==> src/rtl/sram_wr_pkg.sv <==
package sram_wr_pkg;

    typedef enum logic [2:0] {
        PH_IDLE,
        PH_ADDR,
        PH_ENABLE,
        PH_WE_LOW,
        PH_WE_HIGH,
        PH_RECOVER,
        PH_DONE
    } wr_phase_e;

    function automatic int unsigned ns_to_cyc(input int unsigned ns, input int unsigned clk_ns);
        return (ns + clk_ns - 1) / clk_ns;
    endfunction

    function automatic int unsigned at_least_one(input int unsigned v);
        return (v == 0) ? 1 : v;
    endfunction

    function automatic int unsigned umax(input int unsigned a, input int unsigned b);
        return (a > b) ? a : b;
    endfunction

    function automatic int unsigned cnt_width(input int unsigned worst);
        return (worst < 2) ? 1 : $clog2(worst + 1);
    endfunction

    function automatic wr_phase_e phase_after(input wr_phase_e p);
        case (p)
            PH_IDLE:    return PH_ADDR;
            PH_ADDR:    return PH_ENABLE;
            PH_ENABLE:  return PH_WE_LOW;
            PH_WE_LOW:  return PH_WE_HIGH;
            PH_WE_HIGH: return PH_RECOVER;
            PH_RECOVER: return PH_DONE;
            default:    return PH_IDLE;
        endcase
    endfunction

endpackage

==> src/rtl/sram_wr_dur.sv <==
module sram_wr_dur
    import sram_wr_pkg::*;
#(
    parameter int unsigned CLK_PERIOD_NS = 10,
    parameter int unsigned T_CYCLE_NS    = 100,
    parameter int unsigned T_SEL_NS      = 80,
    parameter int unsigned T_SETUP_NS    = 0,
    parameter int unsigned T_PULSE_NS    = 60,
    parameter int unsigned T_DVALID_NS   = 40,
    parameter int unsigned T_HOLD_NS     = 0,
    parameter int unsigned T_RECOV_NS    = 5,
    parameter int unsigned CNT_W         = 8
) (
    input  wr_phase_e          phase_i,
    output logic [CNT_W-1:0]   load_o
);

    // Cycle counts for each phase, rounded up, never below one cycle.
    localparam int unsigned N_ADDR = at_least_one(ns_to_cyc(T_SETUP_NS, CLK_PERIOD_NS));
    localparam int unsigned N_LOW  = at_least_one(umax(ns_to_cyc(T_PULSE_NS, CLK_PERIOD_NS),
                                                       ns_to_cyc(T_DVALID_NS, CLK_PERIOD_NS)));
    localparam int unsigned N_SELC = ns_to_cyc(T_SEL_NS, CLK_PERIOD_NS);
    localparam int unsigned N_EN   = (N_SELC > N_LOW) ? (N_SELC - N_LOW) : 1;
    localparam int unsigned N_HOLD = at_least_one(ns_to_cyc(T_HOLD_NS, CLK_PERIOD_NS));
    localparam int unsigned N_PRE  = N_ADDR + N_EN + N_LOW + N_HOLD;
    localparam int unsigned N_WCYC = ns_to_cyc(T_CYCLE_NS, CLK_PERIOD_NS);
    localparam int unsigned N_STR  = (N_WCYC > N_PRE) ? (N_WCYC - N_PRE) : 0;
    localparam int unsigned N_REC  = at_least_one(umax(ns_to_cyc(T_RECOV_NS, CLK_PERIOD_NS), N_STR));

    // The counter is loaded with length minus one and counts down to zero.
    always_comb begin
        case (phase_i)
            PH_ADDR:    load_o = CNT_W'(N_ADDR - 1);
            PH_ENABLE:  load_o = CNT_W'(N_EN - 1);
            PH_WE_LOW:  load_o = CNT_W'(N_LOW - 1);
            PH_WE_HIGH: load_o = CNT_W'(N_HOLD - 1);
            PH_RECOVER: load_o = CNT_W'(N_REC - 1);
            default:    load_o = '0;
        endcase
    end

endmodule

==> src/rtl/sram_wr_ctl.sv <==
module sram_wr_ctl
    import sram_wr_pkg::*;
#(
    parameter int unsigned ADDR_W = 16,
    parameter int unsigned DATA_W = 16,
    parameter int unsigned CNT_W  = 8
) (
    input  logic              clk_i,
    input  logic              rst_ni,
    input  logic              req_valid_i,
    output logic              req_ready_o,
    input  logic [ADDR_W-1:0] req_addr_i,
    input  logic [DATA_W-1:0] req_data_i,
    output logic              done_o,
    output logic [ADDR_W-1:0] mem_addr_o,
    output logic [DATA_W-1:0] mem_dq_out_o,
    output logic              mem_dq_oe_o,
    output logic              mem_sel_n_o,
    output logic              mem_sel_o,
    output logic              mem_we_n_o,
    output wr_phase_e         phase_succ_o,
    input  logic [CNT_W-1:0]  succ_load_i
);

    typedef struct packed {
        wr_phase_e          phase;
        logic [CNT_W-1:0]   cnt;
        logic [ADDR_W-1:0]  addr;
        logic [DATA_W-1:0]  data;
        logic               sel;
        logic               we_low;
        logic               oe;
        logic               done;
    } ctl_state_t;

    ctl_state_t s_d, s_q;
    logic       advance_d;

    assign phase_succ_o = phase_after(s_q.phase);

    always_comb begin
        s_d       = s_q;
        advance_d = 1'b0;
        case (s_q.phase)
            PH_IDLE: begin
                if (req_valid_i) begin
                    s_d.addr  = req_addr_i;
                    s_d.data  = req_data_i;
                    advance_d = 1'b1;
                end
            end
            PH_DONE: advance_d = 1'b1;
            default: begin
                if (s_q.cnt == '0) begin
                    advance_d = 1'b1;
                end else begin
                    s_d.cnt = s_q.cnt - 1'b1;
                end
            end
        endcase
        if (advance_d) begin
            s_d.phase = phase_succ_o;
            s_d.cnt   = succ_load_i;
        end
        // Pin levels registered together with the phase they belong to.
        s_d.sel    = (s_d.phase == PH_ENABLE) || (s_d.phase == PH_WE_LOW);
        s_d.we_low = (s_d.phase == PH_WE_LOW);
        s_d.oe     = (s_d.phase == PH_WE_LOW) || (s_d.phase == PH_WE_HIGH) ||
                     (s_d.phase == PH_RECOVER);
        s_d.done   = (s_d.phase == PH_DONE);
    end

    always_ff @(posedge clk_i or negedge rst_ni) begin
        if (!rst_ni) begin
            s_q <= '{phase: PH_IDLE, cnt: '0, addr: '0, data: '0,
                     sel: 1'b0, we_low: 1'b0, oe: 1'b0, done: 1'b0};
        end else begin
            s_q <= s_d;
        end
    end

    assign req_ready_o  = (s_q.phase == PH_IDLE);
    assign done_o       = s_q.done;
    assign mem_addr_o   = s_q.addr;
    assign mem_dq_out_o = s_q.data;
    assign mem_dq_oe_o  = s_q.oe;
    assign mem_sel_n_o  = ~s_q.sel;
    assign mem_sel_o    = s_q.sel;
    assign mem_we_n_o   = ~s_q.we_low;

    AST_ACCEPT_LEAVES_IDLE: assert property (@(posedge clk_i) disable iff (!rst_ni)
        (req_valid_i && req_ready_o) |=> !req_ready_o) else $error("accept did not leave idle");
    AST_ADDR_HELD: assert property (@(posedge clk_i) disable iff (!rst_ni)
        !req_ready_o |=> $stable(mem_addr_o)) else $error("address moved while busy");
    AST_SEL_BEFORE_WE: assert property (@(posedge clk_i) disable iff (!rst_ni)
        $fell(mem_we_n_o) |-> $past(mem_sel_o)) else $error("strobe fell without prior select");
    AST_SEL_RISES_ALONE: assert property (@(posedge clk_i) disable iff (!rst_ni)
        $rose(mem_sel_o) |-> mem_we_n_o) else $error("select and strobe together");
    AST_DATA_STEADY: assert property (@(posedge clk_i) disable iff (!rst_ni)
        !mem_we_n_o |=> $stable(mem_dq_out_o)) else $error("data moved under strobe");
    AST_SEL_DROPS_AT_RISE: assert property (@(posedge clk_i) disable iff (!rst_ni)
        $rose(mem_we_n_o) |-> !mem_sel_o) else $error("select outlived strobe");
    AST_OE_AT_RISE: assert property (@(posedge clk_i) disable iff (!rst_ni)
        $rose(mem_we_n_o) |-> mem_dq_oe_o) else $error("bus released at strobe rise");
    AST_OE_RELEASE: assert property (@(posedge clk_i) disable iff (!rst_ni)
        $fell(mem_dq_oe_o) |-> done_o) else $error("bus released early");
    AST_DONE_PULSE: assert property (@(posedge clk_i) disable iff (!rst_ni)
        done_o |=> (!done_o && req_ready_o)) else $error("done not a single pulse");

endmodule

==> src/rtl/sram_wr_seq.sv <==
module sram_wr_seq
    import sram_wr_pkg::*;
#(
    parameter int unsigned ADDR_W        = 16,
    parameter int unsigned DATA_W        = 16,
    parameter int unsigned CLK_PERIOD_NS = 10,
    parameter int unsigned T_CYCLE_NS    = 100,
    parameter int unsigned T_SEL_NS      = 80,
    parameter int unsigned T_SETUP_NS    = 0,
    parameter int unsigned T_PULSE_NS    = 60,
    parameter int unsigned T_DVALID_NS   = 40,
    parameter int unsigned T_HOLD_NS     = 0,
    parameter int unsigned T_RECOV_NS    = 5
) (
    input  logic              clk,
    input  logic              rst_n,
    input  logic              req_valid,
    output logic              req_ready,
    input  logic [ADDR_W-1:0] req_addr,
    input  logic [DATA_W-1:0] req_data,
    output logic              wr_done,
    output logic [ADDR_W-1:0] mem_addr,
    output logic [DATA_W-1:0] mem_dq_out,
    output logic              mem_dq_oe,
    output logic              mem_sel_n,
    output logic              mem_sel,
    output logic              mem_we_n
);

    // Upper bound of any single phase length, used to size the down-counter.
    localparam int unsigned WORST = ns_to_cyc(T_CYCLE_NS, CLK_PERIOD_NS) +
                                    ns_to_cyc(T_SEL_NS, CLK_PERIOD_NS) +
                                    ns_to_cyc(T_SETUP_NS, CLK_PERIOD_NS) +
                                    ns_to_cyc(T_PULSE_NS, CLK_PERIOD_NS) +
                                    ns_to_cyc(T_DVALID_NS, CLK_PERIOD_NS) +
                                    ns_to_cyc(T_HOLD_NS, CLK_PERIOD_NS) +
                                    ns_to_cyc(T_RECOV_NS, CLK_PERIOD_NS) + 2;
    localparam int unsigned CNT_W = cnt_width(WORST);

    wr_phase_e        phase_succ;
    logic [CNT_W-1:0] succ_load;

    sram_wr_dur #(
        .CLK_PERIOD_NS (CLK_PERIOD_NS),
        .T_CYCLE_NS    (T_CYCLE_NS),
        .T_SEL_NS      (T_SEL_NS),
        .T_SETUP_NS    (T_SETUP_NS),
        .T_PULSE_NS    (T_PULSE_NS),
        .T_DVALID_NS   (T_DVALID_NS),
        .T_HOLD_NS     (T_HOLD_NS),
        .T_RECOV_NS    (T_RECOV_NS),
        .CNT_W         (CNT_W)
    ) dur_i (
        .phase_i (phase_succ),
        .load_o  (succ_load)
    );

    sram_wr_ctl #(
        .ADDR_W (ADDR_W),
        .DATA_W (DATA_W),
        .CNT_W  (CNT_W)
    ) ctl_i (
        .clk_i        (clk),
        .rst_ni       (rst_n),
        .req_valid_i  (req_valid),
        .req_ready_o  (req_ready),
        .req_addr_i   (req_addr),
        .req_data_i   (req_data),
        .done_o       (wr_done),
        .mem_addr_o   (mem_addr),
        .mem_dq_out_o (mem_dq_out),
        .mem_dq_oe_o  (mem_dq_oe),
        .mem_sel_n_o  (mem_sel_n),
        .mem_sel_o    (mem_sel),
        .mem_we_n_o   (mem_we_n),
        .phase_succ_o (phase_succ),
        .succ_load_i  (succ_load)
    );

endmodule

==> config.mk <==
export PLATFORM = sky130hd
export DESIGN_NAME = sram_wr_seq
export DESIGN_NICKNAME = d
export VERILOG_FILES = /design/src/rtl/sram_wr_pkg.sv /design/src/rtl/sram_wr_dur.sv /design/src/rtl/sram_wr_ctl.sv /design/src/rtl/sram_wr_seq.sv
export SDC_FILE = /design/constraint.sdc
export NUM_CORES = 1
export LEC_CHECK = 0
export BUFFER_PORTS_ARGS = -buffer_cell sky130_fd_sc_hd__buf_2
export CAP_MARGIN = 20
export CORE_ASPECT_RATIO = 1.1
export CORE_MARGIN = 8
export CORE_UTILIZATION = 35
export DETAILED_ROUTE_END_ITERATION = 8
export GPL_ROUTABILITY_DRIVEN = 0
export PLACE_DENSITY = 0.62
export SLEW_MARGIN = 40
export SYNTH_ARGS = -nofsm -noshare
export SYNTH_HDL_FRONTEND = slang
export SYNTH_HIERARCHICAL = 1
export SYNTH_SLANG_ARGS = --single-unit
export TNS_END_PERCENT = 10
==> constraint.sdc <==
create_clock -name clk -period 5.67 [get_ports clk]
set_clock_uncertainty 0.1 [all_clocks]
set_input_delay 1.134 -clock clk [delete_from_list [all_inputs] [get_ports clk]]
set_output_delay 1.134 -clock clk [all_outputs]
set_load 0.05 [all_outputs]
==> out/metrics.cfg <==
[status]
status = complete, no violations

[synth]
synth_top_cell_area_share_pct = 50.11
yosysTopAreaCell = dfrtp_1
ys_async_sr_fraction_pct = 100.0
ys_seq_elements = 44
syn_area_sq_um = 2197
ys_warn_count = 6
synthTopCellsByArea = dfrtp_1 50%, mux2_1 18%, buf_4 13%, nor4_4 0.97%, o31ai_4 0.97%
ys_types = 37
syn_avg_cell_area_sq_um = 12.70
synth_edf_count = 0
synthCells = 173
yosysSeqAreaShare_pct = 50.11
ys.flop_type = dfrtp_1

[floorplan]
die_x_um = 91.55
pin_count = 73
core.rowCount = 30
core_sq_um = 6118
initial_core_util_pct = 35.91
die_height_um = 99.10
dieArea_sq_um = 9072

[grt]
grt_util_met2_pct = 13.26
overflow = 0
met3_usage_pct = 4.371
grt.busiest_layer = met2
grt_max_degree = 45
grt_pass1_wl_um = 6458
antenna_found_initial = 0
grt.total_usage_pct = 8.641
grt_use_met1_pct = 10.00
grt_pass1_vias = 1351

[place]
dp_hpwl_um = 2937
portBuffers = 72
place_area_sq_um = 2367
dp_slack_ns = 3.287

[setup_path]
critical_path.max_stage_delay_ns = 0.57
reg2reg_to = ctl_i/s_q[43]
cp-end-kind = output port
r2r-start = ctl_i/s_q[36]
cp.arrival_ns = 1.44
critPathLaunchType = flip-flop
critPathMaxFanout = 13
crit_cells = 2
cpMaxStageDelayCell = dfrtp_1
crit_start = ctl_i/s_q[41]
cp_top_family = flip-flops
crit_path_end = req_ready
path_buf_inv = 1
worst-r2r-setup-slack_ns = 3.59
reg2reg_depth = 6
criticalPathCategory = reg -> out
path_cells = nor3_2, buf_2
crit_required_ns = 4.44

[clock_network]
cts_tree = yes
cts_max_path_buffers = 2
htree_levels = 2
cts_resized = 0
root_buffer = clkbuf_8
clkSinkCount = 44
worstSkewPairLatency_ns = 0.28
postCtsHoldBufs = 0
cts-buffers-inserted = 5
post_cts_buffers = 0
clk_pin_slew_ns = 0.08

[layout]
drive_above_1_share_pct = 41.12
n_antenna_cell = 0
fin_area_sq_um = 2489
final_nets = 249
area_growth_pct = 13.27

[timing]
fmax_mhz = 374.5
slew_viol_final = 0
slew_headroom_pct = 63.37
hold_viol_final = 0
fin_crit_ns = 2.670
fin_crit_sh_pct = 47.09
rsz0062_at_grt = no
timing.final.ws_setup_ns = 3.000
worstMarginPinSlew_ns = 0.5495
setup_violations = 0
fin_tns_setup_ns = 0

[detailed_routing]
wl_um = 3864
drc = 0
wl_per_cell_um = 13.14
dr.pass1.iters = 4
postRouteAntennaNets = 0
vias = 1307
drt-initial-drc-count = 18
viasPerCell = 4.446

[worst_hold_path]
holdCritPathClass = reg -> reg

[flow_run]
max-cap-violations = 0

==> logic make-up after synthesis <==
group,after synthesis,synth area share [%]
buffers and inverters,47,14.86
DFF,44,50.11
muxes,37,18.85
and+or+nand+nor,26,8.713
AOI/OAI and AO/OA,16,6.321
adders and majority gates,1,0.5694
other,1,0.1707
xor gates and xnor gates,1,0.3987
==> flip-flops by register name, indices dropped and copies added (netlist names) <==
name / count
ctl_i/done_o: 1
ctl_i/mem_sel_o: 1
ctl_i/mem_dq_oe_o: 1
ctl_i/mem_addr_o: 16
ctl_i/s_q: 9
ctl_i/mem_dq_out_o: 16
==> Yosys cell counts (2+ instances only) <==
cell,count
a21oi_1,4
a221o_1,2
buf_2,3
buf_4,39
dfrtp_1,44
inv_1,5
mux2_1,35
mux2i_1,2
nand2_1,5
nand2b_1,2
nor2_1,4
nor2b_1,2
nor3b_1,2
==> worst min-delay path by stage <==
stage / startpoint / end / slack (ns) / cells past startpoint
CTS: ctl_i/mem_addr_o[11] / ctl_i/mem_addr_o[11] / 0.39 / 1
global route: ctl_i/mem_dq_out_o[6] / ctl_i/mem_dq_out_o[6] / 0.40 / 1
finish: ctl_i/mem_addr_o[11] / ctl_i/mem_addr_o[11] / 0.38 / 1
floorplan: ctl_i/mem_addr_o[0] / ctl_i/mem_addr_o[0] / 0.36 / 1
detailed placement: ctl_i/mem_addr_o[11] / ctl_i/mem_addr_o[11] / 0.37 / 1
global placement: ctl_i/mem_dq_out_o[5] / ctl_i/mem_dq_out_o[5] / 0.36 / 1
==> area by class of cell <==
type | count | area [sq um]
flip-flops and latches | 44 | 1101
multi-input cells | 84 | 777.0
clock buffers | 6 | 82.58
well taps | 80 | 100.1
clock inverters | 2 | 38.79
inverters | 5 | 18.77
fillers | 590 | 3630
repair buffers | 73 | 370.4
==> per-stage QoR <==
stage	hold WS [ns]	instances	utilization, %
CTS	0.3899	294	40.67
finish	0.3838	294	40.67
global placement	0.3614	286	38.65
detailed placement	0.3708	286	38.69
global route	0.4018	294	40.67
floorplan	0.3594	175	-
==> cells in the final DEF (no fill, tap or decap), types with 2 or more instances in the layout <==
| cell type | netlist | routed |
|---|---|---|
| inv_1 | 5 | 5 |
| mux2_1 | 35 | 35 |
| buf_2 | 3 | 71 |
| nor2b_1 | 2 | 2 |
| nand2b_1 | 2 | 2 |
| dfrtp_1 | 44 | 44 |
| mux2i_1 | 2 | 2 |
| clkbuf_8 | 0 | 6 |
| a221o_1 | 2 | 2 |
| buf_4 | 39 | 2 |
| nor2_1 | 4 | 4 |
| nor3b_1 | 2 | 2 |
| nand2_1 | 5 | 5 |
| a21oi_1 | 4 | 4 |
| conb_1 | 1 | 3 |
==> worst register-to-register path, cell delays in order, from the launching register on <==
cell and delay, ns:
dfrtp_1 0.41, inv_1 0.06, ha_1 0.23, or4b_4 0.53, o31a_4 0.17, nor2_8 0.14
mux2_1 0.33
==> per-layer routing <==
layer / part of all wire, % / wire, um / vias up
li1: - / - / 638
met1: 43 / 1650 / 622
met2: 45 / 1739 / 45
met3: 12 / 451 / 2
met4: 0.60 / 23 / 0
met5: 0 / 0 / -
Power is left out: the tool's default activity adds up to more than one toggle a clock period on the data nets, which glitch-free logic cannot reach.
